`src/rtl/pwm2_pkg.sv`:
```
package pwm2_pkg;
    // Which phase the next master tick will start
    typedef enum logic {
        PH_A = 1'b0,
        PH_B = 1'b1
    } phase_sel_e;

    localparam int NUM_PHASES = 2;
endpackage

```
`src/rtl/pwm2_phase.sv`:
```
module pwm2_phase #(
    parameter int DUTY_W = 8,
    parameter int CNT_W  = 12,
    parameter int DMAX   = 243
) (
    input  logic              clk,
    input  logic              rst_n,
    input  logic              start_i,
    input  logic              enable_i,
    input  logic [DUTY_W-1:0] duty_i,
    input  logic              oc_i,
    output logic              gate_o
);
    localparam int                PROD_W  = DUTY_W + CNT_W;
    localparam logic [CNT_W-1:0]  CNT_MAX = '1;
    localparam logic [DUTY_W-1:0] DMAX_W  = DUTY_W'(DMAX);

    typedef struct packed {
        logic [CNT_W-1:0] cnt;     // cycles since this phase's start
        logic [CNT_W-1:0] period;  // last measured period
        logic [CNT_W-1:0] on_len;  // on-time for the running period
        logic             seen;    // at least one start observed
        logic             trip;    // peak-current latch
        logic             brk;     // forced one-cycle break in progress
        logic             gate;
    } phase_st_t;

    phase_st_t st_d, st_q;

    logic [DUTY_W-1:0] duty_clamped;
    logic [CNT_W-1:0]  period_meas;
    logic [PROD_W-1:0] prod;
    logic              may_rise;

    always_comb begin
        st_d         = st_q;
        st_d.brk     = 1'b0;
        may_rise     = st_q.gate | st_q.brk;
        duty_clamped = (duty_i > DMAX_W) ? DMAX_W : duty_i;
        period_meas  = (st_q.cnt == CNT_MAX) ? CNT_MAX : st_q.cnt + 1'b1;
        prod         = '0;

        if (start_i) begin
            st_d.cnt  = '0;
            st_d.seen = 1'b1;
            if (st_q.seen) begin
                st_d.period = period_meas;
            end
            prod        = PROD_W'(duty_clamped) * PROD_W'(st_d.period);
            st_d.on_len = CNT_W'(prod >> DUTY_W);
            st_d.trip   = 1'b0;
            st_d.brk    = st_q.gate;
            may_rise    = ~st_q.gate;
        end else begin
            if (st_q.cnt != CNT_MAX) begin
                st_d.cnt = st_q.cnt + 1'b1;
            end
            st_d.trip = st_q.trip | (oc_i & st_q.gate);
        end

        st_d.gate = enable_i & ~oc_i & ~st_d.trip & may_rise
                  & (st_d.cnt < st_d.on_len);
    end

    always_ff @(posedge clk or negedge rst_n) begin
        if (!rst_n) begin
            st_q     <= '0;
            st_q.cnt <= CNT_MAX;
        end else begin
            st_q <= st_d;
        end
    end

    assign gate_o = st_q.gate;
endmodule

```
`src/rtl/pwm2_interleave.sv`:
```
module pwm2_interleave
    import pwm2_pkg::*;
#(
    parameter int DUTY_W = 8,
    parameter int CNT_W  = 12,
    parameter int DMAX   = 243
) (
    input  logic              clk,
    input  logic              rst_n,
    input  logic              tick_i,
    input  logic              enable_i,
    input  logic [DUTY_W-1:0] duty_a_i,
    input  logic [DUTY_W-1:0] duty_b_i,
    input  logic              oc_a_i,
    input  logic              oc_b_i,
    output logic              gate_a_o,
    output logic              gate_b_o
);
    phase_sel_e sel_d, sel_q;

    logic [NUM_PHASES-1:0] start;
    logic [NUM_PHASES-1:0] oc;
    logic [NUM_PHASES-1:0] gate;
    logic [DUTY_W-1:0]     duty [NUM_PHASES];

    always_comb begin
        sel_d    = tick_i ? phase_sel_e'(~sel_q) : sel_q;
        start[0] = tick_i & (sel_q == PH_A);
        start[1] = tick_i & (sel_q == PH_B);
    end

    always_ff @(posedge clk or negedge rst_n) begin
        if (!rst_n) begin
            sel_q <= PH_A;
        end else begin
            sel_q <= sel_d;
        end
    end

    assign duty[0] = duty_a_i;
    assign duty[1] = duty_b_i;
    assign oc      = {oc_b_i, oc_a_i};

    for (genvar p = 0; p < NUM_PHASES; p++) begin : g_phase
        pwm2_phase #(
            .DUTY_W (DUTY_W),
            .CNT_W  (CNT_W),
            .DMAX   (DMAX)
        ) u_phase (
            .clk      (clk),
            .rst_n    (rst_n),
            .start_i  (start[p]),
            .enable_i (enable_i),
            .duty_i   (duty[p]),
            .oc_i     (oc[p]),
            .gate_o   (gate[p])
        );
    end

    assign gate_a_o = gate[0];
    assign gate_b_o = gate[1];
endmodule

```
`config.mk`:
```
export PLATFORM = sky130hd
export DESIGN_NAME = pwm2_interleave
export DESIGN_NICKNAME = d
export VERILOG_FILES = /design/src/rtl/pwm2_pkg.sv /design/src/rtl/pwm2_phase.sv /design/src/rtl/pwm2_interleave.sv
export SDC_FILE = /design/constraint.sdc
export NUM_CORES = 1
export LEC_CHECK = 0
export BUFFER_PORTS_ARGS = -buffer_cell sky130_fd_sc_hd__clkbuf_2
export CORE_ASPECT_RATIO = 1.25
export CORE_MARGIN = 10
export CORE_UTILIZATION = 56
export DETAILED_ROUTE_END_ITERATION = 8
export PLACE_DENSITY = 0.75
export SLEW_MARGIN = 10
export SYNTH_ARGS = -nofsm -noshare
export SYNTH_HDL_FRONTEND = slang
export SYNTH_SLANG_ARGS = --single-unit
```
`constraint.sdc`:
```
create_clock -name clk -period 6.6 [get_ports clk]
set_clock_uncertainty 0.15 [all_clocks]
set_input_delay 0.33 -clock clk [delete_from_list [all_inputs] [get_ports clk]]
set_output_delay 0.33 -clock clk [all_outputs]
set_load 0.05 [all_outputs]
```
==> reports/results.ini, run 1 <==
[die]
rows = 54
die_w_um = 139
initial_core_util_pct = 57.0
ioPinCount = 24
core_mm2 = 0.0174
die_area_mm2 = 0.0235
die_h_um = 169

[critical_path]
slowest_delay_ns = 0.55
critPathKind = reg2reg
required_ns = 6.73
cp_max_fo = 7
crit-reg2reg-launch = g_phase[0].u_phase.st_q[31]
critical_path.startpoint = g_phase[0].u_phase.st_q[31]
worst_path_most_repeated_cell = fa_1
critPathArrivalTime_ns = 7.08
start_kind = register
cp-end-kind = register
crit_path_top_delay_cell = fa_1

[routing]
routed_wl_um = 25700
viasPerCell = 5.57
route.vias.total = 8203
detailedRoute.firstIterationViolations = 380
drc = 0
dr.pass1.iters = 4
postRouteAntennaNets = 0
routedWlPerCell_um = 17.4

[power_and_ir_drop]
p_leak_nw = 6.44
power_density_mw_per_mm2 = 321
irDropWorstVdd_mv = 0.183

[yosys]
synth_cell_types = 63
avgSynthCellArea_um2 = 9.25
syn_area_mm2 = 0.00994
synth_ff_type = dfrtp_1
ys_seq_area_share_pct = 20.7
ys_ff_latch = 81
async_flop_share_pct = 100
yosys_warnings = 0
syn_inst = 1075
synth_nets = 1315
synth-edff-count = 0

[placed_design]
preCtsSetupSlack_ns = -0.479
place.gp.congestion = 0.904
place.port_buffers = 23
dpl_cell_area_mm2 = 0.0115
hpwl_um = 20000

[grt]
grt_pass1_wl_um = 42600
grt-ovfl-total = 0
grt_pass1_vias = 8969
grt_antenna_before_repair = 0
grt_usage_pct = 22.2
grt_max_degree = 70

[final_layout]
area_growth_pct = 25.0
finalInstanceArea_mm2 = 0.0124
nNetsFinal = 1484
final_layout_size_suffix_gt1_share_pct = 28.7
insertedDiodeCount = 0
n_fill_cell = 1299

[min_path]
worstHoldPathType = in2reg
worstHoldStart = tick_i

[clocking]
clk_pin_slew_ns = 0.07
cts_root_buf = clkbuf_16
cts_sinks = 81
insertion_delay_ns = 0.35
cts_tree = yes
clk_path_buf_depth = 2
cts_inserted_buffers = 9
cts.htree.levels = 3

[outcome]
status = finished, violations left
violations = setup timing

[timing]
fin_crit_ns = 6.95
relSlewSlack_pct = 22.9
finalHoldViolCount = 0
worstMarginPinSlew_ns = 1.15
rsz0062_at_grt = yes
setup_tns_ns = -0.556
setup_viol = 2
finalCritPeriodShare_pct = 105
hold-worst-slack_ns = 0.0750
maxSlewViolCount = 0
fmax_mhz = 144
fin_ws_ns = -0.348

[flow_run]
maxCapViolations = 0

-- routing by layer --
| metal | wire, µm | track usage (%) | vias up |
|---|---|---|---|
| met5 | 0 | 0 | - |
| met4 | 1730 | 13.6 | 0 |
| met3 | 674 | 2.80 | 94 |
| met2 | 14100 | 42.7 | 172 |
| met1 | 9150 | 22.0 | 4076 |
| li1 | - | - | 3861 |
-- sequential cells by signal, indices dropped and copies added, names as in the netlist --
name,count
g_phase.u_phase.gate_o,2
g_phase.u_phase.st_q,78
sel_q,1
-- final timing paths --
check,endpoint,slack [ns],depth (start not counted)
worst min register to register,g_phase[1].u_phase.st_q[5],0.32,2
worst max register to register,g_phase[0].u_phase.gate_o,-0.35,30
max in group asynchronous,g_phase[0].u_phase.st_q[17],4.93,3
worst max-delay path,g_phase[0].u_phase.gate_o,-0.35,30
worst min-delay path,sel_q,0.07,2
min in group asynchronous,g_phase[1].u_phase.st_q[20],0.22,2
-- where the power goes --
| group | internal [mW] | switching, mW | leakage [nW] |
|---|---|---|---|
| clock | 0.301 | 0.232 | 0.149 |
| sequential | 0.593 | 0.0511 | 1.01 |
| combinational | 1.29 | 1.52 | 5.27 |
| total | 2.18 | 1.80 | 6.44 |
-- cells by family after synthesis --
kind of cell,after synthesis,share of synthesized area [%]
flip-flops,81,20.7
AND/OR/NAND/NOR,394,19.8
buffers and inverters,162,6.28
XOR/XNOR,32,2.82
AO/OA/AOI/OAI,152,10.2
multiplexers,36,3.93
adder cells (fa/ha/maj),218,36.3
-- placed cells by master (no fill, tap or decap), types with 7 or more instances in the layout --
cell type,instances
ha_1,84
xor2_1,16
inv_2,8
fa_1,114
buf_6,7
dfrtp_1,57
nor2_2,9
o21a_1,8
o21ai_1,8
and2_1,45
o21ai_0,37
mux2i_1,19
nor2b_2,10
ha_4,13
nand2_1,72
clkbuf_2,22
nand2b_1,10
nor2_1,125
nand3_1,17
nor2b_1,48
buf_4,156
clkbuf_16,9
a21oi_2,7
mux2_2,12
nand4_1,10
xnor2_1,13
a21o_1,18
dfstp_2,24
a31oi_1,7
inv_1,124
a21oi_1,22
-- timing repair --
action / 4_1_cts / 5_1_grt
buffers inserted: 23 / 6
hold endpoints to repair: 12 / 0
hold buffers: 1 / 0
setup endpoints to repair: 2 / 2
pin swaps: 64 / 45
gates resized for setup: 44 / 47
-- layout make-up --
class	instances	area, µm²	share of cell area, %
tap	224	280	2.25
clock buffer	9	225	1.81
timing repair buffer	188	1410	11.3
inverter	132	495	3.99
clock inverter	7	83.8	0.674
sequential	81	2060	16.5
multi-input combinational	832	7880	63.4
-- cells in the mapped netlist, drive strengths merged (2+ instances only) --
| library cell | n | share of area (%) |
|---|---|---|
| a211oi | 4 | 0.30 |
| a21o | 20 | 1.5 |
| a21oi | 35 | 1.9 |
| a221o | 2 | 0.20 |
| a221oi | 3 | 0.33 |
| a31oi | 9 | 0.63 |
| and2 | 45 | 2.8 |
| and3 | 10 | 0.64 |
| buf | 6 | 0.35 |
| clkbuf | 24 | 0.94 |
| dfrtp | 57 | 14 |
| dfstp | 24 | 6.3 |
| fa | 118 | 24 |
| ha | 100 | 13 |
| inv | 132 | 5.0 |
| mux2 | 12 | 1.4 |
| mux2i | 24 | 2.6 |
| nand2 | 76 | 2.9 |
| nand2b | 13 | 0.82 |
| nand3 | 21 | 1.2 |
| nand4 | 12 | 0.88 |
| nand4b | 2 | 0.18 |
| nor2 | 136 | 5.1 |
| nor2b | 62 | 3.9 |
| nor3 | 7 | 0.45 |
| o2111a | 2 | 0.23 |
| o21a | 8 | 0.60 |
| o21ai | 51 | 2.6 |
| o21bai | 4 | 0.30 |
| o31ai | 3 | 0.23 |
| o41ai | 2 | 0.44 |
| or2 | 3 | 0.19 |
| or3 | 2 | 0.13 |
| xnor2 | 14 | 1.2 |
| xor2 | 18 | 1.6 |
-- worst max-delay path: cells and delay by family, from the launching register on --
family          cells  cell delay [ns]
flops               1             0.53
buf+inv             4             0.42
fa+ha+maj           6             2.52
simple gates        9             1.16
compound gates     11             2.12
-- through the flow --
stage	std cells	utilization (%)	power [mW]
after floorplan	1075	-	2.33
after global placement	1427	65.7	3.10
after detailed placement	1427	65.7	3.20
after CTS	1467	69.9	3.92
after global routing	1473	71.3	4.34
final	1473	71.3	3.99
(Power assumes the default switching activity.)
==> inputs of run 2 (changes only) <==
--- a/config.mk
+++ b/config.mk
@@ -10,7 +10,7 @@
 export CORE_MARGIN = 10
 export CORE_UTILIZATION = 56
 export DETAILED_ROUTE_END_ITERATION = 8
-export PLACE_DENSITY = 0.75
+export PLACE_DENSITY = 0.73
 export SLEW_MARGIN = 10
 export SYNTH_ARGS = -nofsm -noshare
 export SYNTH_HDL_FRONTEND = slang
==> constraint.sdc (replaced) <==
create_clock -name clk -period 6.45 [get_ports clk]
set_clock_uncertainty 0.15 [all_clocks]
set_input_delay 0.3225 -clock clk [delete_from_list [all_inputs] [get_ports clk]]
set_output_delay 0.3225 -clock clk [all_outputs]
set_load 0.05 [all_outputs]
==> reports/results.ini, run 2 (synthesized netlist as in run 1, its figures left out) <==
[outcome]
status = finished, violations left
violations = setup timing

[final_layout]
nNetsFinal = 1502  ; +1.2%
insertedDiodeCount = 0  ; unchanged
final_layout_size_suffix_gt1_share_pct = 28.7  ; -0.093 points
multiInputGateArea_mm2 = 0.00777  ; -1.3%
n_fill_cell = 1303  ; +0.31%
finalInstanceArea_mm2 = 0.0124  ; about the same
final_common_cell = buf_4
largest_reg_flops = 78  ; unchanged
seqCellArea_mm2 = 0.00206  ; unchanged
final_cell_mix = buf_4 (179), nor2_1 (125), inv_1 (123)
largest-register = g_phase.u_phase.st_q
area_growth_pct = 25.0  ; about the same

[timing]
rsz0062_at_grt = yes
setup_viol = 2  ; unchanged
finalHoldViolCount = 0  ; unchanged
hold-worst-slack_ns = 0.000158  ; -0.0748 ns
fin_crit_ns = 6.93  ; -0.0164 ns
maxSlewViolCount = 0  ; unchanged
relSlewSlack_pct = 32.5  ; +9.6 points
fmax_mhz = 144  ; +0.24%
fin_ws_ns = -0.481  ; -0.134 ns
worstMarginPinSlew_ns = 1.01  ; -0.141 ns
finalCritPeriodShare_pct = 107  ; +2.2 points

[critical_path]
required_ns = 6.56  ; -0.17 ns
path_buf_inv = 3  ; -1
start_kind = register
reg2reg_depth = 29  ; -3.3%
slowest_delay_ns = 0.53  ; -0.02 ns
r2r-end = g_phase[0].u_phase.gate_o
cp-end-kind = register
crit-reg2reg-launch = g_phase[0].u_phase.st_q[31]
critPathKind = reg2reg
r2r_setup_slack_ns = -0.48  ; -0.13 ns
cp_max_fo = 6  ; -1
critPathArrivalTime_ns = 7.04  ; -0.04 ns
worst_path_most_repeated_cell = fa_1
crit_path_top_delay_cell = dfstp_2
crit_family = adder cells

[power_and_ir_drop]
clkPwrFrac_pct = 12.5  ; -0.9 points
seqPwrFrac_pct = 15.9  ; -0.3 points
irDropWorstVdd_mv = 0.225  ; +23%
combPwrFrac_pct = 71.6  ; +1.1 points
finalPower_mw = 4.18  ; +5.0%
p_leak_nw = 6.49  ; +0.84%
internal-power_mw = 2.34  ; +7.0%
sw_frac_of_total_pct = 44.1  ; -1.1 points
p_switching_mw = 1.85  ; +2.5%
power_density_mw_per_mm2 = 337  ; +5.0%

[placed_design]
dpl_cell_area_mm2 = 0.0117  ; +1.9%
preCtsSetupSlack_ns = -0.483  ; -0.00362 ns
hpwl_um = 19900  ; -0.15%
place.port_buffers = 23  ; unchanged
place.gp.congestion = 0.987  ; +9.1%

[die]
rows = 54  ; unchanged
die_area_mm2 = 0.0235  ; unchanged
initial_core_util_pct = 57.0  ; unchanged
core_mm2 = 0.0174  ; unchanged
die_h_um = 169  ; unchanged
die_w_um = 139  ; unchanged
ioPinCount = 24  ; unchanged

[routing]
drc = 0  ; unchanged
routed_wl_um = 24500  ; -4.8%
postRouteAntennaNets = 0  ; unchanged
routedWlPerCell_um = 16.4  ; -5.9%
dr.pass1.iters = 4  ; unchanged
viasPerCell = 5.53  ; -0.77%
detailedRoute.firstIterationViolations = 345  ; -9.2%
route.vias.total = 8239  ; +0.44%

[clocking]
cts.htree.levels = 3  ; unchanged
cts_root_buf = clkbuf_16
clk_path_buf_depth = 2  ; unchanged
insertion_delay_ns = 0.34  ; about the same
cts_tree = yes
clk_pin_slew_ns = 0.06  ; about the same
cts_inserted_buffers = 9  ; unchanged
cts_sinks = 81  ; unchanged

[grt]
grt_pass1_vias = 9125  ; +1.7%
grt_pass1_wl_um = 42600  ; about the same
grt-ovfl-total = 0  ; unchanged
grt_antenna_before_repair = 0  ; unchanged
grt_usage_pct = 21.7  ; -0.49 points
grt_max_degree = 82  ; +17%

[flow_run]
maxCapViolations = 0  ; unchanged

[min_path]
worstHoldPathType = in2async

[run 2: worst reg2reg max path: cells and delay by family, from the launching register on]
kind / cells / cell delay, ns
adder cells (fa/ha/maj): 6 / 2.42
flip-flops: 1 / 0.53
multiplexers: 1 / 0.13
AO/OA/AOI/OAI: 13 / 2.35
buffers and inverters: 3 / 0.28
AND/OR/NAND/NOR: 6 / 1.00
[run 2: cell type report]
class | count | share of cell area, %
multi-input combinational | 832 | 62.6
sequential | 81 | 16.6
timing repair buffer | 206 | 12.2
inverter | 132 | 4.01
tap | 224 | 2.26
clock buffer | 11 | 1.95
clock inverter | 5 | 0.514
[run 2: per-layer routing]
metal	routed length [µm]	part of all wire [%]	GRT usage, %	up-vias
li1	-	-	-	3882
met1	8940	37	22.6	4120
met2	13900	57	42.3	158
met3	526	2.1	2.41	79
met4	1110	4.5	9.68	0
met5	0	0	0	-
[run 2: stage by stage]
stage                     instances  utilization (%)  TNS [ns]
after floorplan                1075                -   -0.0528
final                          1491             71.3    -0.751
after global routing           1491             71.3     -1.25
after CTS                      1487             70.6    -0.607
after detailed placement       1451             67.0    -0.945
after global placement         1451             67.0    -0.596
[run 2: how the worst max path moves through the flow]
stage                                start                         to  slack, ns  cells past startpoint
3_3_place_gp   g_phase[1].u_phase.st_q[29]  g_phase[1].u_phase.gate_o      -0.31                     27
4_1_cts        g_phase[0].u_phase.st_q[31]  g_phase[0].u_phase.gate_o      -0.38                     29
5_1_grt        g_phase[0].u_phase.st_q[31]  g_phase[0].u_phase.gate_o      -0.72                     29
3_5_place_dp   g_phase[0].u_phase.st_q[31]  g_phase[0].u_phase.gate_o      -0.48                     29
2_1_floorplan  g_phase[0].u_phase.st_q[30]  g_phase[0].u_phase.gate_o      -0.05                     29
6_report       g_phase[0].u_phase.st_q[31]  g_phase[0].u_phase.gate_o      -0.48                     29
[run 2: power by group through the flow]
stage               clock network, mW  registers (mW)  logic (mW)
finish                          0.524           0.666        2.99
global route                    0.557           0.674        3.33
CTS                             0.530           0.664        2.93
detailed placement                  0           0.672        2.76
global placement                    0           0.668        2.67
floorplan                           0           0.681        1.74
[run 2: repair_timing]
action | in CTS | in global routing
buffers inserted | 20 | 6
setup endpoints to repair | 2 | 2
pin swaps | 45 | 44
resized for setup | 38 | 25
hold buffers | 0 | 0
endpoints found under the hold margin | 0 | 0
==> inputs of run 3 (changes only) <==
--- a/config.mk
+++ b/config.mk
@@ -11,6 +11,7 @@
 export CORE_UTILIZATION = 56
 export DETAILED_ROUTE_END_ITERATION = 8
 export PLACE_DENSITY = 0.73
+export REMOVE_ABC_BUFFERS = 1
 export SLEW_MARGIN = 10
 export SYNTH_ARGS = -nofsm -noshare
 export SYNTH_HDL_FRONTEND = slang
==> reports/results.ini, run 3 (synthesized netlist as in run 1, its figures left out) <==
[routing]
detailedRoute.firstIterationViolations = 434  ; +26%
drc = 0  ; unchanged
route.met3.wl_um = 695  ; +32%
routedWlPerCell_um = 16.5  ; +0.60%
route.met2.wl_um = 14000  ; +0.48%
postRouteAntennaNets = 0  ; unchanged
routed_wl_um = 25000  ; +2.1%
dr.pass1.iters = 5  ; +1
top_layer = met4
met1_length_um = 9380  ; +4.9%
viasPerCell = 5.52  ; about the same
route.vias.total = 8358  ; +1.4%

[placed_design]
hpwl_um = 19500  ; -2.3%
preCtsSetupSlack_ns = -0.782  ; -0.299 ns
place.port_buffers = 23  ; unchanged
placed_cells = 1468  ; +1.2%
dpl_cell_area_mm2 = 0.0115  ; -1.1%
place.gp.congestion = 0.909  ; -7.9%

[final_layout]
n_fill_cell = 1269  ; -2.6%
final_layout_size_suffix_gt1_share_pct = 30.9  ; +2.3 points
area_growth_pct = 27.1
insertedDiodeCount = 0  ; unchanged
nNetsFinal = 1525  ; +1.5%
final_cell_mix = buf_4 (197), nor2_1 (127), inv_1 (125)
final_common_cell = buf_4
finish.utilization_pct = 72.5  ; +1.2 points
largest-register = g_phase.u_phase.st_q
largest_reg_flops = 78  ; unchanged
finalInstanceArea_mm2 = 0.0126  ; +1.7%
fin_cells = 1514  ; +1.5%

[clocking]
insertion_delay_ns = 0.34  ; about the same
cts_tree = yes
cts_root_buf = clkbuf_16
clk_path_buf_depth = 2  ; unchanged
cts.htree.levels = 3  ; unchanged
cts_inserted_buffers = 9  ; unchanged
cts_sinks = 81  ; unchanged
ctsHoldBuffers = 0  ; unchanged
clk_pin_slew_ns = 0.06  ; about the same

[critical_path]
start_kind = register
required_ns = 6.54  ; -0.02 ns
crit_path_top_delay_cell = dfstp_2
slowest_delay_ns = 0.53  ; about the same
critPathKind = reg2reg
crit_family = adder cells
cp-end-kind = register
cp_num_cells = 32  ; +10%
critPathArrivalTime_ns = 7.27  ; +0.23 ns
cp_max_fo = 4  ; -2
path_buf_inv = 7  ; +4
worst_path_most_repeated_cell = fa_1
reg2reg_depth = 32  ; +10%

[die]
initial_core_util_pct = 57.0  ; unchanged
core_mm2 = 0.0174  ; unchanged
die_h_um = 169  ; unchanged
die_area_mm2 = 0.0235  ; unchanged
ioPinCount = 24  ; unchanged
die_w_um = 139  ; unchanged
rows = 54  ; unchanged

[grt]
grt-ovfl-total = 0  ; unchanged
grt_antenna_before_repair = 0  ; unchanged
grt_max_degree = 82  ; unchanged
grt_usage_pct = 21.5  ; -0.17 points
grt_pass1_vias = 9014  ; -1.2%
grt_pass1_wl_um = 42300  ; -0.75%

[timing]
setup_tns_ns = -1.06  ; -0.306 ns
finalCritPeriodShare_pct = 111  ; +3.8 points
maxSlewViolCount = 0  ; unchanged
hold-worst-slack_ns = 0.0110  ; +0.0108 ns
fin_ws_ns = -0.729  ; -0.248 ns
rsz0062_at_grt = yes
relSlewSlack_pct = 32.1  ; -0.35 points
worstMarginPinSlew_ns = 1.02  ; +0.00517 ns
fmax_mhz = 139  ; -3.4%
finalHoldViolCount = 0  ; unchanged
setup_viol = 3  ; +1
fin_crit_ns = 7.18  ; +0.248 ns

[power_and_ir_drop]
sw_frac_of_total_pct = 44.4  ; +0.25 points
combPwrFrac_pct = 72.1  ; +0.5 points
power_density_mw_per_mm2 = 324  ; -3.7%
irDropWorstVdd_mv = 0.344  ; +53%
clkPwrFrac_pct = 11.7  ; -0.8 points
internal-power_mw = 2.28  ; -2.5%
p_leak_nw = 6.61  ; +1.8%
finalPower_mw = 4.10  ; -2.1%
p_switching_mw = 1.82  ; -1.5%
seqPwrFrac_pct = 16.2  ; +0.3 points

[outcome]
status = finished, violations left
violations = setup timing

[min_path]
worstHoldPathType = in2async

[flow_run]
maxCapViolations = 0  ; unchanged

[run 3: cell count changes in the layout (fill, tap and decap cells not counted), moves of 3 or more]
cell	before	now
buf_4	179	197
nor2b_2	3	15
nor2b_1	55	46
and2_1	44	41
and2_4	1	4
buf_6	5	8
nor2_4	3	0
nor2b_4	4	1
[run 3: power by group through the flow]
stage / Clock (mW) / Sequential, mW / Combinational [mW]
2_1_floorplan: 0 / 0.671 / 1.59
3_3_place_gp: 0 / 0.656 / 2.50
3_5_place_dp: 0 / 0.662 / 2.56
6_report: 0.479 / 0.663 / 2.95
5_1_grt: 0.510 / 0.673 / 3.32
4_1_cts: 0.487 / 0.662 / 2.80
[run 3: path summary, 6_finish.rpt]
kind / startpoint / slack, ns / endpoint
max: g_phase[0].u_phase.st_q[30] / -0.73 / g_phase[0].u_phase.gate_o
min: rst_n / 0.01 / g_phase[0].u_phase.st_q[12]
max reg2reg: g_phase[0].u_phase.st_q[30] / -0.73 / g_phase[0].u_phase.gate_o
min reg2reg: g_phase[0].u_phase.st_q[4] / 0.31 / g_phase[0].u_phase.st_q[4]
max in group asynchronous: rst_n / 5.48 / g_phase[0].u_phase.st_q[5]
min in group clk: tick_i / 0.08 / sel_q
[run 3: what timing repair did]
| item | CTS | global route |
|---|---|---|
| cloned | 0 | 0 |
| pin swaps | 75 | 42 |
| setup buffers | 22 | 9 |
| endpoints found under the setup margin | 4 | 7 |
| hold endpoints to repair | 0 | 0 |
| gates resized for setup | 84 | 45 |
[run 3: final cells by class]
cell class,instances,area [µm²],share of cell area [%]
timing repair buffer,229,1720,13.6
inverter,132,495,3.92
clock buffer,14,264,2.09
tap,224,280,2.22
sequential,81,2060,16.3
clock inverter,2,13.8,0.109
multi-input combinational,832,7810,61.8
[run 3: layer usage]
layer | global-route usage [%] | vias to the layer above
met4 | 9.22 | 0
met2 | 41.6 | 183
li1 | - | 3937
met3 | 2.04 | 66
met1 | 23.0 | 4172
met5 | 0 | -
